--- config.mk ---
export PLATFORM = sky130hd
export DESIGN_NAME = dma_burst_cutter
export DESIGN_NICKNAME = d
export VERILOG_FILES = /design/src/rtl/bsc_pkg.sv /design/src/rtl/bsc_req_decode.sv /design/src/rtl/bsc_burst_calc.sv /design/src/rtl/dma_burst_cutter.sv
export SDC_FILE = /design/constraint.sdc
export NUM_CORES = 1
export LEC_CHECK = 0
export BUFFER_PORTS_ARGS = -buffer_cell sky130_fd_sc_hd__buf_2
export CAP_MARGIN = 10
export CORE_ASPECT_RATIO = 2
export CORE_UTILIZATION = 50
export DETAILED_ROUTE_END_ITERATION = 6
export PLACE_DENSITY = 0.85
export SLEW_MARGIN = 5
export SYNTH_ARGS = -nofsm -noshare
export SYNTH_HDL_FRONTEND = slang
export SYNTH_SLANG_ARGS = --single-unit
--- constraint.sdc ---
create_clock -name clk -period 10.8 [get_ports clk]
set_input_delay 1.08 -clock clk [delete_from_list [all_inputs] [get_ports clk]]
set_output_delay 1.08 -clock clk [all_outputs]
set_load 0.01 [all_outputs]
--- src/rtl/bsc_pkg.sv ---
`timescale 1ns/1ps
package bsc_pkg;

    typedef enum logic [2:0] {
        ST_IDLE  = 3'd0,
        ST_CHECK = 3'd1,
        ST_OFFER = 3'd2,
        ST_DONE  = 3'd3,
        ST_FAULT = 3'd4
    } bsc_state_e;

    localparam logic [1:0] SZ_BYTE = 2'd0;
    localparam logic [1:0] SZ_HALF = 2'd1;
    localparam logic [1:0] SZ_WORD = 2'd2;
    localparam logic [1:0] SZ_BAD  = 2'd3;

endpackage

--- src/rtl/bsc_req_decode.sv ---
`timescale 1ns/1ps
// Decodes a latched request: item shift, legal burst length and alignment fault.
module bsc_req_decode
    import bsc_pkg::*;
#(
    parameter int BEAT_W = 5
) (
    input  logic [1:0]        size_code,
    input  logic [BEAT_W-1:0] maxlen_raw,
    input  logic [1:0]        addr_lo,
    output logic [1:0]        shift,
    output logic [BEAT_W-1:0] max_beats,
    output logic              bad
);

    localparam int N_LEGAL = 4;
    localparam int LEGAL_LEN [N_LEGAL] = '{1, 4, 8, 16};

    logic [N_LEGAL-1:0] hit;

    genvar g;
    generate
        for (g = 0; g < N_LEGAL; g++) begin : g_len
            assign hit[g] = (maxlen_raw == BEAT_W'(LEGAL_LEN[g]));
        end
    endgenerate

    always_comb begin
        max_beats = (|hit) ? maxlen_raw : BEAT_W'(1);
    end

    always_comb begin
        shift = size_code;
        unique case (size_code)
            SZ_BYTE: bad = 1'b0;
            SZ_HALF: bad = addr_lo[0];
            SZ_WORD: bad = (addr_lo != 2'b00);
            SZ_BAD:  bad = 1'b1;
            default: bad = 1'b1;
        endcase
    end

endmodule

--- src/rtl/bsc_burst_calc.sv ---
`timescale 1ns/1ps
// Computes the beat count and byte length of the burst at the current address.
module bsc_burst_calc #(
    parameter int ADDR_W   = 32,
    parameter int CNT_W    = 12,
    parameter int BEAT_W   = 5,
    parameter int BND_LOG2 = 10
) (
    input  logic [BND_LOG2-1:0] addr_lo,
    input  logic [CNT_W-1:0]    remaining,
    input  logic [1:0]          shift,
    input  logic [BEAT_W-1:0]   max_beats,
    input  logic                fixed,
    output logic [BEAT_W-1:0]   beats,
    output logic [ADDR_W-1:0]   bytes
);

    localparam int RW = BND_LOG2 + 1;
    localparam logic [RW-1:0] BND_BYTES = {1'b1, {BND_LOG2{1'b0}}};

    logic [RW-1:0]     room_bytes;
    logic [RW-1:0]     room_beats;
    logic [BEAT_W-1:0] by_count;

    always_comb begin
        room_bytes = BND_BYTES - {1'b0, addr_lo};
        room_beats = room_bytes >> shift;
    end

    always_comb begin
        by_count = (remaining < CNT_W'(max_beats)) ? remaining[BEAT_W-1:0] : max_beats;
        if (!fixed && (room_beats < RW'(by_count))) begin
            beats = room_beats[BEAT_W-1:0];
        end else begin
            beats = by_count;
        end
        bytes = ADDR_W'(beats) << shift;
    end

endmodule

--- src/rtl/dma_burst_cutter.sv ---
`timescale 1ns/1ps
// Splits one DMA block request into bursts limited by length and 1 KB boundaries.
module dma_burst_cutter
    import bsc_pkg::*;
#(
    parameter int ADDR_W   = 32,
    parameter int CNT_W    = 12,
    parameter int BEAT_W   = 5,
    parameter int BND_LOG2 = 10
) (
    input  logic              clk,
    input  logic              rst_n,
    input  logic              req_valid,
    output logic              req_ready,
    input  logic [ADDR_W-1:0] req_addr,
    input  logic [CNT_W-1:0]  req_count,
    input  logic [1:0]        req_size,
    input  logic [BEAT_W-1:0] req_maxlen,
    input  logic              req_fixed,
    output logic              bst_valid,
    input  logic              bst_ready,
    output logic [ADDR_W-1:0] bst_addr,
    output logic [BEAT_W-1:0] bst_beats,
    output logic [1:0]        bst_size,
    output logic              done,
    output logic              err
);

    bsc_state_e state_q, state_d;

    logic [ADDR_W-1:0] addr_q;
    logic [CNT_W-1:0]  rem_q;
    logic [1:0]        size_q;
    logic [BEAT_W-1:0] maxraw_q;
    logic              fixed_q;

    logic [1:0]        shift;
    logic [BEAT_W-1:0] max_beats;
    logic              bad;
    logic [BEAT_W-1:0] beats;
    logic [ADDR_W-1:0] bytes;
    logic              take_req;
    logic              take_bst;
    logic              last_bst;

    bsc_req_decode #(
        .BEAT_W (BEAT_W)
    ) u_dec (
        .size_code  (size_q),
        .maxlen_raw (maxraw_q),
        .addr_lo    (addr_q[1:0]),
        .shift      (shift),
        .max_beats  (max_beats),
        .bad        (bad)
    );

    bsc_burst_calc #(
        .ADDR_W   (ADDR_W),
        .CNT_W    (CNT_W),
        .BEAT_W   (BEAT_W),
        .BND_LOG2 (BND_LOG2)
    ) u_calc (
        .addr_lo   (addr_q[BND_LOG2-1:0]),
        .remaining (rem_q),
        .shift     (shift),
        .max_beats (max_beats),
        .fixed     (fixed_q),
        .beats     (beats),
        .bytes     (bytes)
    );

    assign take_req = (state_q == ST_IDLE) && req_valid;
    assign take_bst = (state_q == ST_OFFER) && bst_ready;
    assign last_bst = (rem_q == CNT_W'(beats));

    // state register
    always_ff @(posedge clk) begin
        if (!rst_n) begin
            state_q <= ST_IDLE;
        end else begin
            state_q <= state_d;
        end
    end

    // next-state logic
    always_comb begin
        state_d = state_q;
        unique case (state_q)
            ST_IDLE: begin
                if (req_valid) state_d = ST_CHECK;
            end
            ST_CHECK: begin
                if (bad)                      state_d = ST_FAULT;
                else if (rem_q == '0)         state_d = ST_DONE;
                else                          state_d = ST_OFFER;
            end
            ST_OFFER: begin
                if (bst_ready && last_bst)    state_d = ST_DONE;
            end
            ST_DONE:  state_d = ST_IDLE;
            ST_FAULT: state_d = ST_IDLE;
            default:  state_d = ST_IDLE;
        endcase
    end

    // request and progress registers
    always_ff @(posedge clk) begin
        if (!rst_n) begin
            addr_q   <= '0;
            rem_q    <= '0;
            size_q   <= SZ_BYTE;
            maxraw_q <= '0;
            fixed_q  <= 1'b0;
        end else if (take_req) begin
            addr_q   <= req_addr;
            rem_q    <= req_count;
            size_q   <= req_size;
            maxraw_q <= req_maxlen;
            fixed_q  <= req_fixed;
        end else if (take_bst) begin
            if (!fixed_q) begin
                addr_q <= addr_q + bytes;
            end
            rem_q <= rem_q - CNT_W'(beats);
        end
    end

    // outputs decoded from state
    always_comb begin
        req_ready = 1'b0;
        bst_valid = 1'b0;
        done      = 1'b0;
        err       = 1'b0;
        unique case (state_q)
            ST_IDLE:  req_ready = 1'b1;
            ST_CHECK: ;
            ST_OFFER: bst_valid = 1'b1;
            ST_DONE:  done      = 1'b1;
            ST_FAULT: err       = 1'b1;
            default:  ;
        endcase
    end

    assign bst_addr  = addr_q;
    assign bst_beats = beats;
    assign bst_size  = size_q;

endmodule

# Word level (Yosys, flattened, before mapping)

Cells that the tools add are included.

Add/subtract/negate cells: 3
Order comparisons: 2
Equality and inequality tests: 15
Shift operators: 2
Mux-type cells: 18
Reduce and logical (&&, ||, !) cells: 13

Operators by type and width:

| operator                                             | count |
|---|---|
| two-way mux 32 bit                                   | 3 |
| adder 32 bit                                         | 1 |
| left shift 5 x 2 -> 32 bit                           | 1 |
| two-way mux 12 bit                                   | 2 |
| two-way mux 5 bit                                    | 3 |
| equality test 12 x 5 -> 1 bit                        | 1 |
| logical NOT 12 bit                                   | 1 |
| less-than comparator 12 x 5 -> 1 bit                 | 1 |
| subtractor 12 x 5 -> 12 bit                          | 1 |
| less-than comparator 11 x 5 -> 1 bit                 | 1 |
| right shift 11 x 2 -> 11 bit                         | 1 |
| subtractor 11 x 10 -> 11 bit (first input constant)  | 1 |
| two-way mux 3 bit                                    | 3 |
| one-hot mux 3 bit (3 select lines)                   | 1 |
| equality test 3 x 2 -> 1 bit (second input constant) | 2 |
| equality test 5 x 1 -> 1 bit (second input constant) | 1 |
| equality test 5 x 3 -> 1 bit (second input constant) | 1 |
| equality test 5 x 4 -> 1 bit (second input constant) | 1 |
| equality test 5 bit (second input constant)          | 1 |
| two-way mux 1 bit                                    | 5 |
| equality test 2 bit (second input constant)          | 2 |
| logical AND 1 bit                                    | 4 |
| != test 2 x 1 -> 1 bit (second input constant)       | 2 |
| one-hot mux 1 bit (4 select lines)                   | 1 |
| 10 further kinds                                     | 12 |

Register bits: 55
Output and inout port bits: 43
Logic and storage cells: 59

# Depth between registers and ports, before layout

Depth after elaboration: 13
Mapped depth: 27

# Modules after synthesis

A second synthesis with hierarchy kept.

Cells, all modules: 755
Area total of the unflattened synthesis: 5748.0 um^2

By module, submodules not included:

| module           | instances | cells an instance | area each (um^2) | seq. area each (um^2) |
|---|---|---|---|---|
| dma_burst_cutter | 1         | 546               | 4289.1           | 1101.1 |
| bsc_burst_calc   | 1         | 194               | 1352.5           | 0.0 |
| bsc_req_decode   | 1         | 15                | 106.4            | 0.0 |

# Worst setup path after synthesis

Ideal clock, no wire load.

Path kind: reg2reg
From: register maxraw_q[0]
To: register addr_q[14] (netlist: bst_addr[14])
Library setup time: 86 ps
Data arrival time: 5705 ps
Data required time: 10714 ps
Path slack: 5010 ps
Cell stages (with the launch flop): 26
Buffers on the path: 2
Period minus slack after synthesis: 5790 ps
Path through: dfxtp_1 -> nor2_1 -> nor4b_1 -> inv_1 -> ha_1 -> and3_1 -> a221oi_1 -> o211ai_1 -> mux2_2 -> ha_1 -> a21oi_1 -> inv_1 -> o41a_1 -> nor3_2 -> or2_1 -> buf_6 -> o211ai_1 -> fa_1 -> nor2b_1 -> o21ai_0 -> a21boi_0 -> o21ai_0 -> clkbuf_1 -> a2111oi_0 -> xnor2_1 -> a211oi_1

Cells in the longest elaborated chain, start to end: 13

RTL lines:

| element                                                    | RTL line                | source |
|---|---|---|
| from (decl)                                                | dma_burst_cutter.sv:34  | `logic [BEAT_W-1:0] maxraw_q;` |
| from (signal assigned)                                     | dma_burst_cutter.sv:118 | `maxraw_q <= req_maxlen;` |
| equality test 5 x 1 -> 1 bit, or another cell as far along | bsc_req_decode.sv:24    | `assign hit[g] = (maxlen_raw == BEAT_W'(LEGAL_LEN[g]));` |
| OR reduction 4 bit                                         | bsc_req_decode.sv:29    | `max_beats = (\|hit) ? maxlen_raw : BEAT_W'(1);` |
| two-way mux 5 bit *                                        | bsc_req_decode.sv:29    |  |
| less-than comparator 12 x 5 -> 1 bit                       | bsc_burst_calc.sv:31    | `by_count = (remaining < CNT_W'(max_beats)) ? remaining[BEAT_W-1:0] : max_beats;` |
| two-way mux 5 bit *                                        | bsc_burst_calc.sv:31    |  |
| less-than comparator 11 x 5 -> 1 bit                       | bsc_burst_calc.sv:32    | `if (!fixed && (room_beats < RW'(by_count))) begin` |
| logical AND 1 bit                                          | bsc_burst_calc.sv:32    |  |
| two-way mux 5 bit *                                        | bsc_burst_calc.sv:32    |  |
| via bst_beats[1]                                           | dma_burst_cutter.sv:23  | `output logic [BEAT_W-1:0] bst_beats,` |
| left shift 5 x 2 -> 32 bit *                               | bsc_burst_calc.sv:37    | `bytes = ADDR_W'(beats) << shift;` |
| adder 32 bit *                                             | dma_burst_cutter.sv:122 | `addr_q <= addr_q + bytes;` |
| two-way mux 32 bit *                                       | dma_burst_cutter.sv:121 | `if (!fixed_q) begin` |
| two-way mux 32 bit *                                       | dma_burst_cutter.sv:120 | `end else if (take_bst) begin` |
| two-way mux 32 bit *                                       | dma_burst_cutter.sv:114 | `end else if (take_req) begin` |
| to (signal assigned)                                       | dma_burst_cutter.sv:115 | `addr_q <= req_addr;` |
| to (signal assigned)                                       | dma_burst_cutter.sv:122 |  |
| to (decl)                                                  | dma_burst_cutter.sv:31  | `logic [ADDR_W-1:0] addr_q;` |

Mark *: on every way through the listed nets, which the timed path passes. The rest lies on a longest branch. The select of a mux whose other input is x is not followed.
A chain may end at the register's enable or synchronous reset.

# Final worst setup path

From: register maxraw_q[0]
To: register addr_q[13] (netlist: bst_addr[13])

Cells in the longest elaborated chain, start to end: 13

RTL lines:

| element                                                    | RTL line |
|---|---|
| equality test 5 x 1 -> 1 bit, or another cell as far along | bsc_req_decode.sv:24 |
| OR reduction 4 bit                                         | bsc_req_decode.sv:29 |
| two-way mux 5 bit *                                        | bsc_req_decode.sv:29 |
| less-than comparator 12 x 5 -> 1 bit                       | bsc_burst_calc.sv:31 |
| two-way mux 5 bit *                                        | bsc_burst_calc.sv:31 |
| less-than comparator 11 x 5 -> 1 bit                       | bsc_burst_calc.sv:32 |
| logical AND 1 bit                                          | bsc_burst_calc.sv:32 |
| two-way mux 5 bit *                                        | bsc_burst_calc.sv:32 |
| left shift 5 x 2 -> 32 bit *                               | bsc_burst_calc.sv:37 |
| adder 32 bit *                                             | dma_burst_cutter.sv:122 |
| two-way mux 32 bit *                                       | dma_burst_cutter.sv:121 |
| two-way mux 32 bit *                                       | dma_burst_cutter.sv:120 |
| two-way mux 32 bit *                                       | dma_burst_cutter.sv:114 |

Mark *: on every way between the ends. The rest lies on a longest branch, timed or not. The select of a mux whose other input is x is not followed.

==> flow_metrics.py <==
metrics = {
    "placement": {
        "dpl.hpwl_mm": 9.72,
        "place_congestion": 0.971,
        "place_area_um2": 4880,
        "dp_slack_ns": 3.93,
        "io_buffers": 98,
    },
    "floorplanning": {
        "core_um2": 8590,
        "start_util_pct": 51.2,
        "rows": 48,
        "die_area_um2": 9200,
        "die_h_um": 135,
        "io_pins": 99,
        "die_x_um": 68.3,
    },
    "sta": {
        "period_needed_ns": 6.95,
        "post-route-period-util_pct": 64.4,
        "drv_slew": 0,
        "grt_setup_unrepaired": "false",
        "worst_pin_slew_ns": 1.20,
        "slew_headroom_pct": 19.6,
        "hold_violations": 0,
        "worst_slack_ns": 3.85,
        "hold-worst-slack_ns": 0.456,
        "finalSetupTns_ns": 0,
        "fmax_ghz": 0.144,
        "skew_ns": 0.00605,
        "setup_viol": 0,
    },
    "clock_network": {
        "cts_tree": "yes",
        "cts_buffer_depth": 2,
        "clk_pin_slew_worst_paths_ns": 0.07,
        "cts.htree.levels": 2,
        "clock-sinks": 55,
        "cts_resized": 0,
        "numCtsBuffers": 5,
        "cts_hold_buf": 0,
        "clk_latency_ns": 0.30,
        "cts_root_buf": "clkbuf_16",
        "post_cts_buffers": 0,
    },
    "setup_path": {
        "startpoint_type": "register",
        "arrival_ns": 7.11,
        "crit_path_end_kind": "register",
        "crit_fanout": 12,
        "critical_path_required_ns": 10.95,
        "critPathKind": "register to register",
    },
    "synth": {
        "synth-edff-count": 0,
        "ys_warn_count": 0,
        "yosysTopAreaCell": "dfxtp_1",
        "yosysSeqAreaShare_pct": 25.0,
        "synth_seq_cells": 55,
        "synthesis.area_um2": 4400,
        "synth_top_area_share_pct": 25.0,
        "synth-main-ff-cell": "dfxtp_1",
        "synth_nets": 644,
        "ys_async_sr_fraction_pct": 0,
        "netlist_instances": 564,
        "synth.distinct_cells": 81,
        "syn_area_per_cell_um2": 7.80,
        "yosys-top-cells-area": "dfxtp_1, ha_1, xnor2_1, nand2_1, a21oi_1",
    },
    "global_routing": {
        "grtUsageMet3_pct": 3.80,
        "grt_pass1_wl_mm": 20.8,
        "top_usage_layer": "met2",
        "gr-usage-met1_pct": 30.9,
        "grt_antenna_before_repair": 0,
        "grt_max_degree": 91,
        "globalRoute.totalOverflow": 0,
        "globalRouteMet2Util_pct": 52.1,
        "grt_usage_pct": 29.4,
        "grt_pass1_vias": 4400,
    },
    "outcome": {
        "status": "finished clean",
    },
    "finish": {
        "seq_area_um2": 1100,
        "synthToLayoutAreaGrowth_pct": 14.3,
        "multi_input_area_um2": 3030,
        "antenna_cells": 0,
        "final_area_um2": 5020,
        "drive_gt1_share_pct": 21.3,
        "num-fill-cells": 790,
        "nNetsFinal": 717,
    },
    "power_and_ir_drop": {
        "pwr-share-comb_pct": 51.1,
        "pwr-share-seq_pct": 31.6,
        "p_int_uw": 521,
        "switchingPower_uw": 416,
        "ir_worst_vdd_mv": 0.106,
        "swShare_pct": 44.4,
        "power_leakage_uw": 0.00200,
        "clkPwrFrac_pct": 17.3,
        "power_density_nw_per_um2": 186,
    },
    "route": {
        "drt-initial-drc-count": 323,
        "drc": 0,
        "wl_per_cell_um": 17.6,
        "dr.pass1.iters": 5,
        "vias": 4659,
        "routed_wl_mm": 13.0,
        "via_per_inst": 6.31,
        "final_antenna_net_count": 0,
    },
    "job": {
        "cap_violations": 0,
    },
    "min_path": {
        "worstHoldPathType": "register to register",
    },
}
## per-layer routing
metal / vias to the layer above / wire (um)
li1: 2209 / -
met1: 2195 / 4740
met2: 191 / 6860
met3: 64 / 644
met4: 0 / 741
met5: - / 0
## synth_stat cells, types with 4 or more instances
library cell,count
xnor2_1,27
buf_1,4
o21a_1,5
o21ai_0,37
and2_1,6
a21boi_0,4
nor4_1,9
o211ai_1,13
nor4b_1,5
nand4_1,7
o211a_1,5
or2_2,6
nor3b_1,4
nor2_1,46
clkbuf_1,26
nor2b_1,7
a211oi_1,20
nand2b_1,4
nand2_1,58
xor2_1,10
nor3_1,9
ha_1,22
o21ai_1,5
a21o_1,5
dfxtp_1,55
mux2i_1,4
nand3_1,12
inv_1,28
a21oi_1,40
a2111oi_0,4
## cell usage in the layout (no fill, tap or decap), types with 9 or more instances in the layout
master / instances
nor2_1: 46
ha_1: 22
a21oi_1: 40
nand2_1: 57
a211oi_1: 20
o21ai_0: 37
nor3_1: 9
xnor2_1: 27
o211ai_1: 13
xor2_1: 10
nor4_1: 9
buf_2: 99
inv_1: 28
nand3_1: 12
dfxtp_1: 55
## stage by stage
stage	std cells	power, uW	utilization, %
final	738	937	58.5
after global routing	738	995	58.5
after CTS	737	929	58.4
after detailed placement	729	766	56.8
after global placement	729	744	56.8
after floorplan	564	634	-
## power by group through the flow
stage	registers [uW]	clock network [uW]	logic (uW)
2_1_floorplan	287	0	347
3_3_place_gp	295	0	449
3_5_place_dp	297	0	469
4_1_cts	293	164	472
5_1_grt	301	168	525
6_report	296	162	479
## area by class of cell
| cell class | count | share of cell area (%) |
|---|---|---|
| Tap cell | 100 | 2.49 |
| Timing Repair Buffer | 101 | 10.2 |
| Multi-Input combinational cell | 444 | 60.4 |
| Sequential cell | 55 | 21.9 |
| Clock inverter | 2 | 0.249 |
| Inverter | 30 | 2.24 |
| Clock buffer | 6 | 2.56 |
## flip-flops by register name (all words and copies together), names as in the netlist
signal / count
rem_q: 12
state_q: 3
fixed_q: 1
bst_size: 2
maxraw_q: 5
bst_addr: 32
## worst paths after layout
kind / startpoint / end / slack [ns] / cells past startpoint
setup reg to reg: maxraw_q[0] / bst_addr[13] / 3.85 / 21
hold / removal: maxraw_q[0] / maxraw_q[0] / 0.46 / 2
hold reg to reg: maxraw_q[0] / maxraw_q[0] / 0.46 / 2
setup / recovery: maxraw_q[0] / bst_addr[13] / 3.85 / 21
## critical path, stage by stage (launching register included)
cell,delay [ns]
dfxtp_1,0.31
nor2_1,0.27
nor4b_1,0.36
inv_1,0.09
ha_1,0.30
and3_1,0.23
a221oi_1,0.38
o211ai_1,0.30
mux2_2,0.38
ha_1,0.31
a21oi_1,0.20
inv_1,0.11
o41ai_4,0.54
nand2_1,0.17
o21ai_1,0.52
a21boi_1,0.20
ha_1,0.25
nor3_1,0.95
o21a_1,0.53
nor4_1,0.14
xnor2_1,0.19
a21oi_1,0.08
## logic make-up after synthesis
family / count (synthesis) / synth area share [%]
xor+xnor: 37 / 7.37
other cells: 1 / 0.0853
mux: 9 / 2.70
simple gates: 198 / 23.5
fa+ha+maj: 24 / 7.17
buf+inv: 65 / 6.03
flops: 55 / 25.0
compound gates: 175 / 28.1
Power figures use the tool's default switching activity.
